## config.mk

```make
export PLATFORM = sky130hd
export DESIGN_NAME = evw_filter
export DESIGN_NICKNAME = d
export VERILOG_FILES = /design/src/rtl/evw_pkg.sv /design/src/rtl/evw_mask_bank.sv /design/src/rtl/evw_gate.sv /design/src/rtl/evw_regif.sv /design/src/rtl/evw_filter.sv
export SDC_FILE = /design/constraint.sdc
export NUM_CORES = 1
export LEC_CHECK = 0
export ABC_AREA = 1
export BUFFER_PORTS_ARGS = -buffer_cell sky130_fd_sc_hd__clkbuf_2
export CORE_MARGIN = 3
export CORE_UTILIZATION = 51
export DETAILED_ROUTE_END_ITERATION = 8
export PLACE_DENSITY = 0.9
export REMOVE_ABC_BUFFERS = 1
export SLEW_MARGIN = 20
export SYNTH_ARGS = -nofsm -noshare
export SYNTH_HDL_FRONTEND = slang
export SYNTH_SLANG_ARGS = --single-unit
export TNS_END_PERCENT = 20
```

## constraint.sdc

```tcl
create_clock -name clk -period 2.05 [get_ports clk]
set_input_delay 0.41 -clock clk [delete_from_list [all_inputs] [get_ports clk]]
set_output_delay 0.41 -clock clk [all_outputs]
set_load 0.05 [all_outputs]
```

## src/rtl/evw_pkg.sv

```systemverilog
package evw_pkg;
    localparam int DW = 32;
    localparam int AW = 12;

    localparam logic [AW-1:0] OFS_REV  = 12'h000;
    localparam logic [AW-1:0] OFS_CFG  = 12'h008;
    localparam logic [AW-1:0] OFS_STAT = 12'h060;
    localparam logic [AW-1:0] OFS_CLR  = 12'h070;
    localparam logic [AW-1:0] OFS_SET  = 12'h080;

    localparam logic [DW-1:0] REV_VALUE = 32'h0001_0200;
endpackage

```

## src/rtl/evw_mask_bank.sv

```systemverilog
module evw_mask_bank #(
    parameter int W = 32
) (
    input  logic         clk,
    input  logic         rst_n,
    input  logic [W-1:0] set_i,
    input  logic [W-1:0] clr_i,
    output logic [W-1:0] mask_o
);
    // Reset blocks every event; strobes only touch bits written as 1.
    always_ff @(posedge clk or negedge rst_n) begin
        if (!rst_n) begin
            mask_o <= '1;
        end else begin
            mask_o <= (mask_o | set_i) & ~clr_i;
        end
    end
endmodule

```

## src/rtl/evw_gate.sv

```systemverilog
module evw_gate #(
    parameter int W = 32
) (
    input  logic         clk,
    input  logic         rst_n,
    input  logic [W-1:0] req_i,
    input  logic [W-1:0] mask_i,
    output logic [W-1:0] out_o
);
    always_ff @(posedge clk or negedge rst_n) begin
        if (!rst_n) begin
            out_o <= '0;
        end else begin
            out_o <= req_i & ~mask_i;
        end
    end
endmodule

```

## src/rtl/evw_regif.sv

```systemverilog
module evw_regif
    import evw_pkg::*;
#(
    parameter int NIRQ = 64,
    parameter int NDMA = 20
) (
    input  logic            clk,
    input  logic            rst_n,
    input  logic [AW-1:0]   addr_i,
    input  logic            we_i,
    input  logic [DW-1:0]   wdata_i,
    input  logic [NIRQ-1:0] irq_mask_i,
    input  logic [NDMA-1:0] dma_mask_i,
    output logic [NIRQ-1:0] irq_set_o,
    output logic [NIRQ-1:0] irq_clr_o,
    output logic [NDMA-1:0] dma_set_o,
    output logic [NDMA-1:0] dma_clr_o,
    output logic [DW-1:0]   rdata_o
);
    localparam int IW = NIRQ / DW;   // interrupt mask words
    localparam int NW = IW + 1;      // plus one DMA word

    logic [DW-1:0] cfg_q;
    logic [DW-1:0] stat_w [NW];
    logic [NW-1:0] hit_clr, hit_set;

    genvar w;
    generate
        for (w = 0; w < NW; w++) begin : g_word
            localparam logic [AW-1:0] A_CLR = OFS_CLR + AW'(4 * w);
            localparam logic [AW-1:0] A_SET = OFS_SET + AW'(4 * w);
            assign hit_clr[w] = we_i && (addr_i == A_CLR);
            assign hit_set[w] = we_i && (addr_i == A_SET);
            if (w < IW) begin : g_irq
                assign stat_w[w] = irq_mask_i[w*DW +: DW];
                assign irq_clr_o[w*DW +: DW] = hit_clr[w] ? wdata_i : '0;
                assign irq_set_o[w*DW +: DW] = hit_set[w] ? wdata_i : '0;
            end else begin : g_dma
                assign stat_w[w] = {{(DW-NDMA){1'b0}}, dma_mask_i};
                assign dma_clr_o = hit_clr[w] ? wdata_i[NDMA-1:0] : '0;
                assign dma_set_o = hit_set[w] ? wdata_i[NDMA-1:0] : '0;
            end
        end
    endgenerate

    always_ff @(posedge clk or negedge rst_n) begin
        if (!rst_n) begin
            cfg_q <= '0;
        end else if (we_i && addr_i == OFS_CFG) begin
            cfg_q <= wdata_i;
        end
    end

    always_comb begin
        rdata_o = '0;
        if (addr_i == OFS_REV) rdata_o = REV_VALUE;
        if (addr_i == OFS_CFG) rdata_o = cfg_q;
        for (int i = 0; i < NW; i++) begin
            if (addr_i == OFS_STAT + AW'(4 * i)) rdata_o = stat_w[i];
        end
    end
endmodule

```

## src/rtl/evw_filter.sv

```systemverilog
module evw_filter
    import evw_pkg::*;
#(
    parameter int NIRQ     = 64,
    parameter int NDMA     = 20,
    parameter int EVT_BASE = 45
) (
    input  logic                             clk,
    input  logic                             rst_n,
    input  logic [AW-1:0]                    bus_addr,
    input  logic                             bus_we,
    input  logic [DW-1:0]                    bus_wdata,
    output logic [DW-1:0]                    bus_rdata,
    input  logic [NIRQ-1:0]                  irq_req_i,
    input  logic [NDMA-1:0]                  dma_req_i,
    output logic [EVT_BASE+NIRQ-1:EVT_BASE]  core_irq_o,
    output logic [NDMA-1:0]                  core_dma_o
);
    logic [NIRQ-1:0] irq_mask, irq_set, irq_clr, irq_gated;
    logic [NDMA-1:0] dma_mask, dma_set, dma_clr;

    evw_regif #(.NIRQ(NIRQ), .NDMA(NDMA)) u_regif (
        .clk(clk), .rst_n(rst_n),
        .addr_i(bus_addr), .we_i(bus_we), .wdata_i(bus_wdata),
        .irq_mask_i(irq_mask), .dma_mask_i(dma_mask),
        .irq_set_o(irq_set), .irq_clr_o(irq_clr),
        .dma_set_o(dma_set), .dma_clr_o(dma_clr),
        .rdata_o(bus_rdata)
    );

    evw_mask_bank #(.W(NIRQ)) u_irq_mask (
        .clk(clk), .rst_n(rst_n), .set_i(irq_set), .clr_i(irq_clr), .mask_o(irq_mask)
    );

    evw_mask_bank #(.W(NDMA)) u_dma_mask (
        .clk(clk), .rst_n(rst_n), .set_i(dma_set), .clr_i(dma_clr), .mask_o(dma_mask)
    );

    evw_gate #(.W(NIRQ)) u_irq_gate (
        .clk(clk), .rst_n(rst_n), .req_i(irq_req_i), .mask_i(irq_mask), .out_o(irq_gated)
    );

    evw_gate #(.W(NDMA)) u_dma_gate (
        .clk(clk), .rst_n(rst_n), .req_i(dma_req_i), .mask_i(dma_mask), .out_o(core_dma_o)
    );

    // Filter bit n lands on core event n + EVT_BASE.
    assign core_irq_o = irq_gated;
endmodule

```

; After elaboration in Yosys (flattened, before gate mapping)
; Cells that the tools add are included.
[totals]
regBits = 200
latch_bits = 0
ramBits = 0
rom_bits = 0
inputBits = 131
output_inout_bits = 116
wordCells = 44
mem_count = 0
[op_classes]
n_addsub = 0
multipliers = 0
div = 0
n_lt_le_gt_ge = 0
n_eq_ne = 10
shift = 0
muxes = 11
bitwise = 10
reduce_logical = 8
[ops]
columns = operator, n
row1 = $mux W32, 8
row2 = $and A64 B64 Y64, 2
row3 = $not A64 Y64, 2
row4 = $eq A12 B7 Y1 const B, 6
row5 = $or A64 B64 Y64, 1
row6 = $and A20 B20 Y20, 2
row7 = $mux W20, 2
row8 = $not A20 Y20, 2
row9 = $eq A12 B8 Y1 const B, 3
row10 = $or A20 B20 Y20, 1
row11 = $mux W17, 1
row12 = $eq A12 B4 Y1 const B, 1
row13 = $logic_not A12 Y1, 1
row14 = $logic_and A1 B1 Y1, 7

; Logic depth before layout (Yosys ltp)
; Gate-level depths: netlist of run 1.
[depth]
ltp_word = 6
depth_mapped = 9
mapped_depth_nobuf = 8

; Hierarchy
; A second synthesis of run 1 with hierarchy kept.
[hier_totals]
cells_unflattened = 1150
hier_area_um2 = 9233.9
[by_module_without_submodules]
columns = module, instances, cells_each, area_per_inst_um2, seq_area_each_um2
row1 = evw_regif, 1, 646, 3453.3, 800.8
row2 = evw_gate (u_irq_gate), 1, 192, 2242.2, 1601.5
row3 = evw_mask_bank (u_irq_mask), 1, 192, 2162.1, 1681.6
row4 = evw_gate (u_dma_gate), 1, 60, 700.7, 500.5
row5 = evw_mask_bank (u_dma_mask), 1, 60, 675.6, 525.5

; Least setup slack after synthesis of run 1
; No wires, ideal clock.
[synth_timing]
path_kind = input to output
start = input bus_addr[11]
end = output bus_rdata[26]
arrival_time_ns = 1.974
t_required_ns = 1.640
setup_slack_ns = -0.334
stages = 8
n_path_buf = 1
path_cell_list = nor2_2 -> nand2_4 -> nor2_4 -> buf_2 -> nand3_1 -> nand2_1 -> nand2_1 -> a21oi_1
[synth_between]
elab_chain_cells = 5
word_cells_on_any_way = 8
cone_classes = 4 x eq/ne / 4 x mux
[synth_lines]
columns = element, line_no
row1 = from (decl), evw_filter.sv:10  ; input logic [AW-1:0] bus_addr,
row2 = $eq A12 B4 Y1, evw_regif.sv:57  ; if (addr_i == OFS_CFG) rdata_o = cfg_q;
row3 = $mux W32, evw_regif.sv:57
row4 = $mux W32 (2 in series), evw_regif.sv:59  ; if (addr_i == OFS_STAT + AW'(4 * i)) rdata_o = stat_w[i];
row5 = $mux W32 *, evw_regif.sv:59
row6 = to (decl), evw_filter.sv:13  ; output logic [DW-1:0] bus_rdata,
; Every way passes the cells marked *; elsewhere a longest branch is shown, timed or not.

; Final worst setup path of run 1
[layout_timing]
start = input bus_addr[4]
end = output bus_rdata[29]
; The elaborated chain is that of the path after synthesis.

==> out/results.txt, run 1 <==
status = complete, but fails checks
violations in the final reports = negative setup slack
Syn. warnings = 0
# rows = 48
syn avg cell area = 8.245 um^2
Final Setup Violations = 32
Pleak = 7.102 nW
die area = 19890 um^2
area grow syn2layout = 36.81%
HPWL Detailed = 19.71 mm
Post-Syn Area = 9300 um^2
setup total negative slack = -5.195 ns
Yosys top cell by area = dfrtp_1
CORE AREA = 17600 um^2
count of cell types in the netlist = 25
max-cap violations = 0
crit path kind = in -> out
initial core utilization = 52.85%
R2R setup slack = 1.12 ns
Worst EP arrival = 1.88 ns
Buffers on Ports = 246
clk sink count = 200
nets = 1548
post-route setup slack = -0.2400 ns
post-route ant nets = 0
Die Span X = 141.0 um
Slew HR = 67.65%
IO Pins = 247
Worst Hold Slack = 0.1457 ns
clock latency on the worst-skew pair = 0.44 ns
initial antenna violation count = 0
Peak VDD IR = 0.6583 mV
Initial DRT Pass Iterations = 5
DIE HEIGHT = 141.0 um
PD cells = 605.0 nW/um^2
drt total wl = 30.13 mm
vias = 9198
crit end category = output pin
WP data required = 1.64 ns
first-pass GRT wire length = 46.59 mm
period utilisation layout = 111.7%
Hold Path Class = in -> reg
Mapped Cells = 1128
DRC Markers = 0
fillers = 1236
CP Launch Type = input pin
Synth Register Bits = 200
Synth top area share = 31.21%
H-tree depth = 4
clock buffer depth = 2
final core occ = 72.31%
layout cell share with drive strength beyond 1 = 36.92%
via/cell ratio = 5.558
Total GRT Usage = 29.32%
endpoints failing hold = 0
largest net degree at the start of global routing = 57
Layout Skew = 0.01092 ns
Slew @ Worst Pin = 0.4852 ns
RSZ-0062 raised after global routing = yes
initial DRC count = 891
CP max FO = 4
Max Freq = 436.7 MHz
min Tclk post-route = 2.290 ns
post-synthesis sequential area ratio = 54.94%
vias in the first global route = 9505
CTS tree = done
main area contributors after synthesis = dfrtp_1, dfstp_2, nor2_1, nand4_1, inv_1
Worst-path clk slew = 0.07 ns
antenna cells = 0
Slew Viols, Final = 0
Congestion Overflow GR = 0
CTS root buf = clkbuf_16
routed len/inst = 18.20 um
gpl congestion = 0.8917
CTS buffer count = 17
metrics by stage:
step                area, um^2  power (mW)  instances  setup slack [ns]
global route             12720       7.948       1655           -0.2639
CTS                      12380       7.708       1643           -0.1535
detailed placement       11440       4.545       1605           -0.2435
floorplan                 8969       4.195       1063            -2.193
finish                   12720       7.698       1655           -0.2400
global placement         11440       4.531       1605           -0.1777
Yosys cell counts:
cell type and number:
buf_4 10, buf_2 34, nor2_2 5, inv_1 210, nor3_1 1, o21ai_1 37, buf_6 1, nand2_1 113
nand4_1 128, nand3_2 1, o21ai_0 7, a21oi_1 96, nor2_8 1, nor2_4 3, clkbuf_1 19, and2_1 1
nand2_4 1, buf_1 1, nand3_1 37, dfstp_2 84, nor2_1 216, dfrtp_1 116, nand2_2 1, nor3_2 1
inv_2 4
registers in the layout (all words and copies together), names as in the netlist:
register	count
u_dma_gate.out_o	20
u_irq_mask.mask_o	64
u_irq_gate.out_o	64
u_regif.cfg_q	32
u_dma_mask.mask_o	20
report_power, final:
group | leakage [nW] | switching, mW | internal (mW) | total (mW)
logic | 4.33 | 0.341 | 0.197 | 0.538
clock network | 0.266 | 1.49 | 1.69 | 3.18
registers | 2.50 | 0.00962 | 3.97 | 3.98
cell type report:
| class | instances | area [um^2] | area share, % |
|---|---|---|---|
| repair buffers | 335 | 2639 | 20.74 |
| flip-flops and latches | 200 | 5110 | 40.16 |
| inverters | 214 | 823.3 | 6.471 |
| well taps | 225 | 281.5 | 2.213 |
| clock inverters | 9 | 67.56 | 0.5310 |
| clock buffers | 23 | 488.0 | 3.835 |
| multi-input cells | 649 | 3314 | 26.05 |
critical path, stage by stage:
cell,delay (ns)
clkbuf_2,0.13
nor2_2,0.15
nand2_2,0.11
nor2_4,0.16
buf_4,0.13
buf_6,0.09
nand3_1,0.09
nand2_1,0.12
nand2_2,0.08
a21oi_2,0.23
buf_8,0.18
cells by family after synthesis:
family          share of synthesized area, %
compound gates                         7.534
buf+inv                                12.20
flops                                  54.94
simple gates                           25.32
final timing paths:
kind	startpoint	endpoint	cells after the start
max reg2reg	u_irq_mask.mask_o[56]	u_irq_mask.mask_o[56]	2
max in group asynchronous	rst_n	u_irq_mask.mask_o[2]	3
min in group asynchronous	rst_n	u_irq_gate.out_o[38]	2
max	bus_addr[4]	bus_rdata[29]	11
min reg2reg	u_irq_mask.mask_o[3]	u_irq_mask.mask_o[3]	2
min	irq_req_i[17]	u_irq_gate.out_o[17]	3
repair_timing:
item	4_1_cts	5_1_grt
endpoints found under the hold margin	18	0
buffers inserted	3	9
setup endpoints to repair	32	32
pin swaps	5	17
gates resized for setup	75	63
hold buffers	1	0
gates cloned	2	4
layout by cell type, fill, tap and decap left out, drive strengths merged:
cell | synthesis | final
dlygate4sd3 | 0 | 1
dfstp | 84 | 84
o21ai | 44 | 44
and2 | 1 | 1
clkinvlp | 0 | 5
nand2 | 115 | 115
dfrtp | 116 | 116
nand3 | 38 | 38
buf | 46 | 107
nor3 | 2 | 2
a21oi | 96 | 96
inv | 214 | 212
clkinv | 0 | 6
nor2 | 225 | 225
nand4 | 128 | 128
clkbuf | 19 | 250
per-layer routing:
| layer | up-vias | track usage (%) | share of wire [%] |
|---|---|---|---|
| met2 | 535 | 51.39 | 51 |
| met5 | - | 0 | 0 |
| met1 | 4366 | 33.99 | 36 |
| met3 | 121 | 6.038 | 8.7 |
| met4 | 0 | 14.94 | 4.4 |
| li1 | 4176 | - | - |
Note: power is estimated with default switching activity, not from simulation.
==> run 2: changes to the inputs <==
- ABC_AREA: 1 -> 0
- PLACE_DENSITY: 0.9 -> 0.92
==> out/results.txt, run 2 <==
status = complete, but fails checks
violations in the final reports = negative setup slack
Worst-path clk slew = 0.07 ns (about the same)
Mapped Cells = 693 (-39%)
Buffers on Ports = 246 (unchanged)
Max Freq = 355.6 MHz (-19%)
syn avg cell area = 11.55 um^2 (+40%)
Initial DRT Pass Iterations = 5 (unchanged)
via/cell ratio = 5.830 (+4.9%)
Post-Syn Area = 8001 um^2 (-14%)
DIE HEIGHT = 131.3 um (-6.9%)
antenna cells = 0 (unchanged)
largest net degree at the start of global routing = 58 (+1.8%)
count of cell types in the netlist = 34 (+36%)
clk sink count = 200 (unchanged)
post-synthesis sequential area ratio = 63.86% (+8.9 points)
DRC Markers = 0 (unchanged)
min Tclk post-route = 2.812 ns (+0.5223 ns)
CP max FO = 2 (-2)
Worst EP arrival = 2.40 ns (+0.52 ns)
clock latency on the worst-skew pair = 0.43 ns (about the same)
Hold Path Class = in -> reg
Peak VDD IR = 0.6546 mV (-0.56%)
RSZ-0062 raised after global routing = yes
initial core utilization = 52.44% (-0.41 points)
PD cells = 768.8 nW/um^2 (+27%)
vias in the first global route = 7281 (-23%)
gpl congestion = 0.8607 (-3.5%)
worst setup path start = bus_addr[9]
H-tree depth = 4 (unchanged)
CTS buffer count = 17 (unchanged)
post-route ant nets = 0 (unchanged)
# rows = 45 (-6.3%)
Layout Skew = 0.008503 ns (-0.002420 ns)
ys flop type = dfrtp_1
CORE AREA = 15260 um^2 (-13%)
Hold Path Origin = bus_wdata[28]
post-route setup slack = -0.7623 ns (-0.5223 ns)
Final Cell Area = 11000 um^2 (-14%)
period utilisation layout = 137.2% (+25 points)
CTS tree = done
main area contributors after synthesis = dfrtp_1, dfstp_2, a21oi_1, nor2b_1, mux2_2
biggest registers after layout = u_irq_gate.out_o (64), u_irq_mask.mask_o (64), u_regif.cfg_q (32)
endpoints failing hold = 0 (unchanged)
CP Launch Type = input pin
most frequent cells after synthesis = a21oi_1, dfrtp_1, dfstp_2, nor2b_1
Slew HR = 66.39% (-1.3 points)
area grow syn2layout = 37.51%
commonest cells after routing, fill and taps aside = clkbuf_2, a21oi_1, dfrtp_1
Congestion Overflow GR = 0 (unchanged)
crit end category = output pin
Slew @ Worst Pin = 0.5041 ns (+0.01894 ns)
most common cell after layout, fill and taps aside = clkbuf_2
layout cell share with drive strength beyond 1 = 48.29% (+11 points)
initial antenna violation count = 0 (unchanged)
Synth Register Bits = 200 (unchanged)
Pleak = 5.031 nW (-29%)
nets = 1110 (-28%)
Synth top area share = 36.28% (+5.1 points)
crit path kind = in -> out
Power Total = 8.459 mW (+9.9%)
vias = 7014 (-24%)
Worst Hold Slack = 0.1727 ns (+0.02699 ns)
initial DRC count = 472 (-47%)
HPWL Detailed = 16.87 mm (-14%)
worst reg2reg startpoint = u_irq_mask.mask_o[51]
Slew Viols, Final = 0 (unchanged)
CTS root buf = clkbuf_16
Place WS = -0.9241 ns (-0.6806 ns)
max-cap violations = 0 (unchanged)
clock buffer depth = 2 (unchanged)
count leader, synth = a21oi_1
fillers = 993 (-20%)
first-pass GRT wire length = 39.23 mm (-16%)
routed len/inst = 21.01 um (+15%)
Final Setup Violations = 32 (unchanged)
die area = 17230 um^2 (-13%)
final core occ = 72.11% (-0.19 points)
Total GRT Usage = 29.05% (-0.26 points)
Die Span X = 131.3 um (-6.9%)
WP data required = 1.64 ns (about the same)
Yosys top cell by area = dfrtp_1
EDFF count, synth = 0 (unchanged)
Post-DP Area = 10100 um^2 (-12%)
Syn. warnings = 0 (unchanged)
IO Pins = 247 (unchanged)
asr flop ratio synth = 100.0% (unchanged)
drt total wl = 25.28 mm (-16%)
==> run 2: metal layers <==
metal  share of wire, %  GRT usage [%]
met5                  0              0
met4                3.1          12.25
met3                8.7          7.810
met2                 52          50.55
met1                 36          34.12
==> run 2: worst max-delay path, cell delays in order <==
cell and delay (ns):
buf_6 0.09, or4_4 0.56, or4_4 0.44, or4b_4 0.54, a31oi_4 0.20, buf_12 0.16
==> run 2: layout make-up <==
| class | count | area (um^2) | area share, % |
|---|---|---|---|
| Sequential cell | 200 | 5110 | 46.44 |
| Tap cell | 211 | 264.0 | 2.399 |
| Timing Repair Buffer | 303 | 2136 | 19.41 |
| Clock buffer | 21 | 470.5 | 4.276 |
| Inverter | 15 | 56.30 | 0.5117 |
| Clock inverter | 11 | 155.1 | 1.410 |
| Multi-Input combinational cell | 442 | 2811 | 25.55 |
==> run 2: metrics by stage <==
step                      std cells  setup TNS, ns
after floorplan                 657        -135.37
after global placement         1167         -35.87
after detailed placement       1167         -39.98
after CTS                      1201         -19.38
after global routing           1203         -21.71
final                          1203         -19.38
==> run 2: path summary, 6_finish.rpt <==
check / slack, ns / cells past startpoint / endpoint
hold reg to reg: 0.51 / 1 / u_irq_gate.out_o[53]
setup reg to reg: 1.19 / 2 / u_irq_mask.mask_o[51]
min in group asynchronous: 0.50 / 2 / u_dma_gate.out_o[11]
hold / removal: 0.17 / 2 / u_irq_mask.mask_o[60]
max in group asynchronous: 0.82 / 3 / u_dma_mask.mask_o[8]
setup / recovery: -0.76 / 6 / bus_rdata[9]
==> run 2: timing repair <==
item	in CTS	in global routing
hold buffers	1	0
gates cloned	1	0
setup buffers	0	2
gates resized for setup	51	11
hold endpoints to repair	25	0
setup endpoints to repair	48	48
pin swaps	1	2
==> run 2: kinds of logic (layout without fill, tap and decap cells) <==
family,count (synthesis),in the layout,share of synthesized area (%)
AO/OA/AOI/OAI,265,265,17.97
flip-flops,200,200,63.86
AND/OR/NAND/NOR,145,145,10.99
buffers and inverters,51,350,2.674
multiplexers,32,32,4.504
==> run 2: where the power goes <==
part,internal (mW),switching (mW)
clock,2.04,1.49
sequential,4.05,0.0350
combinational,0.243,0.599
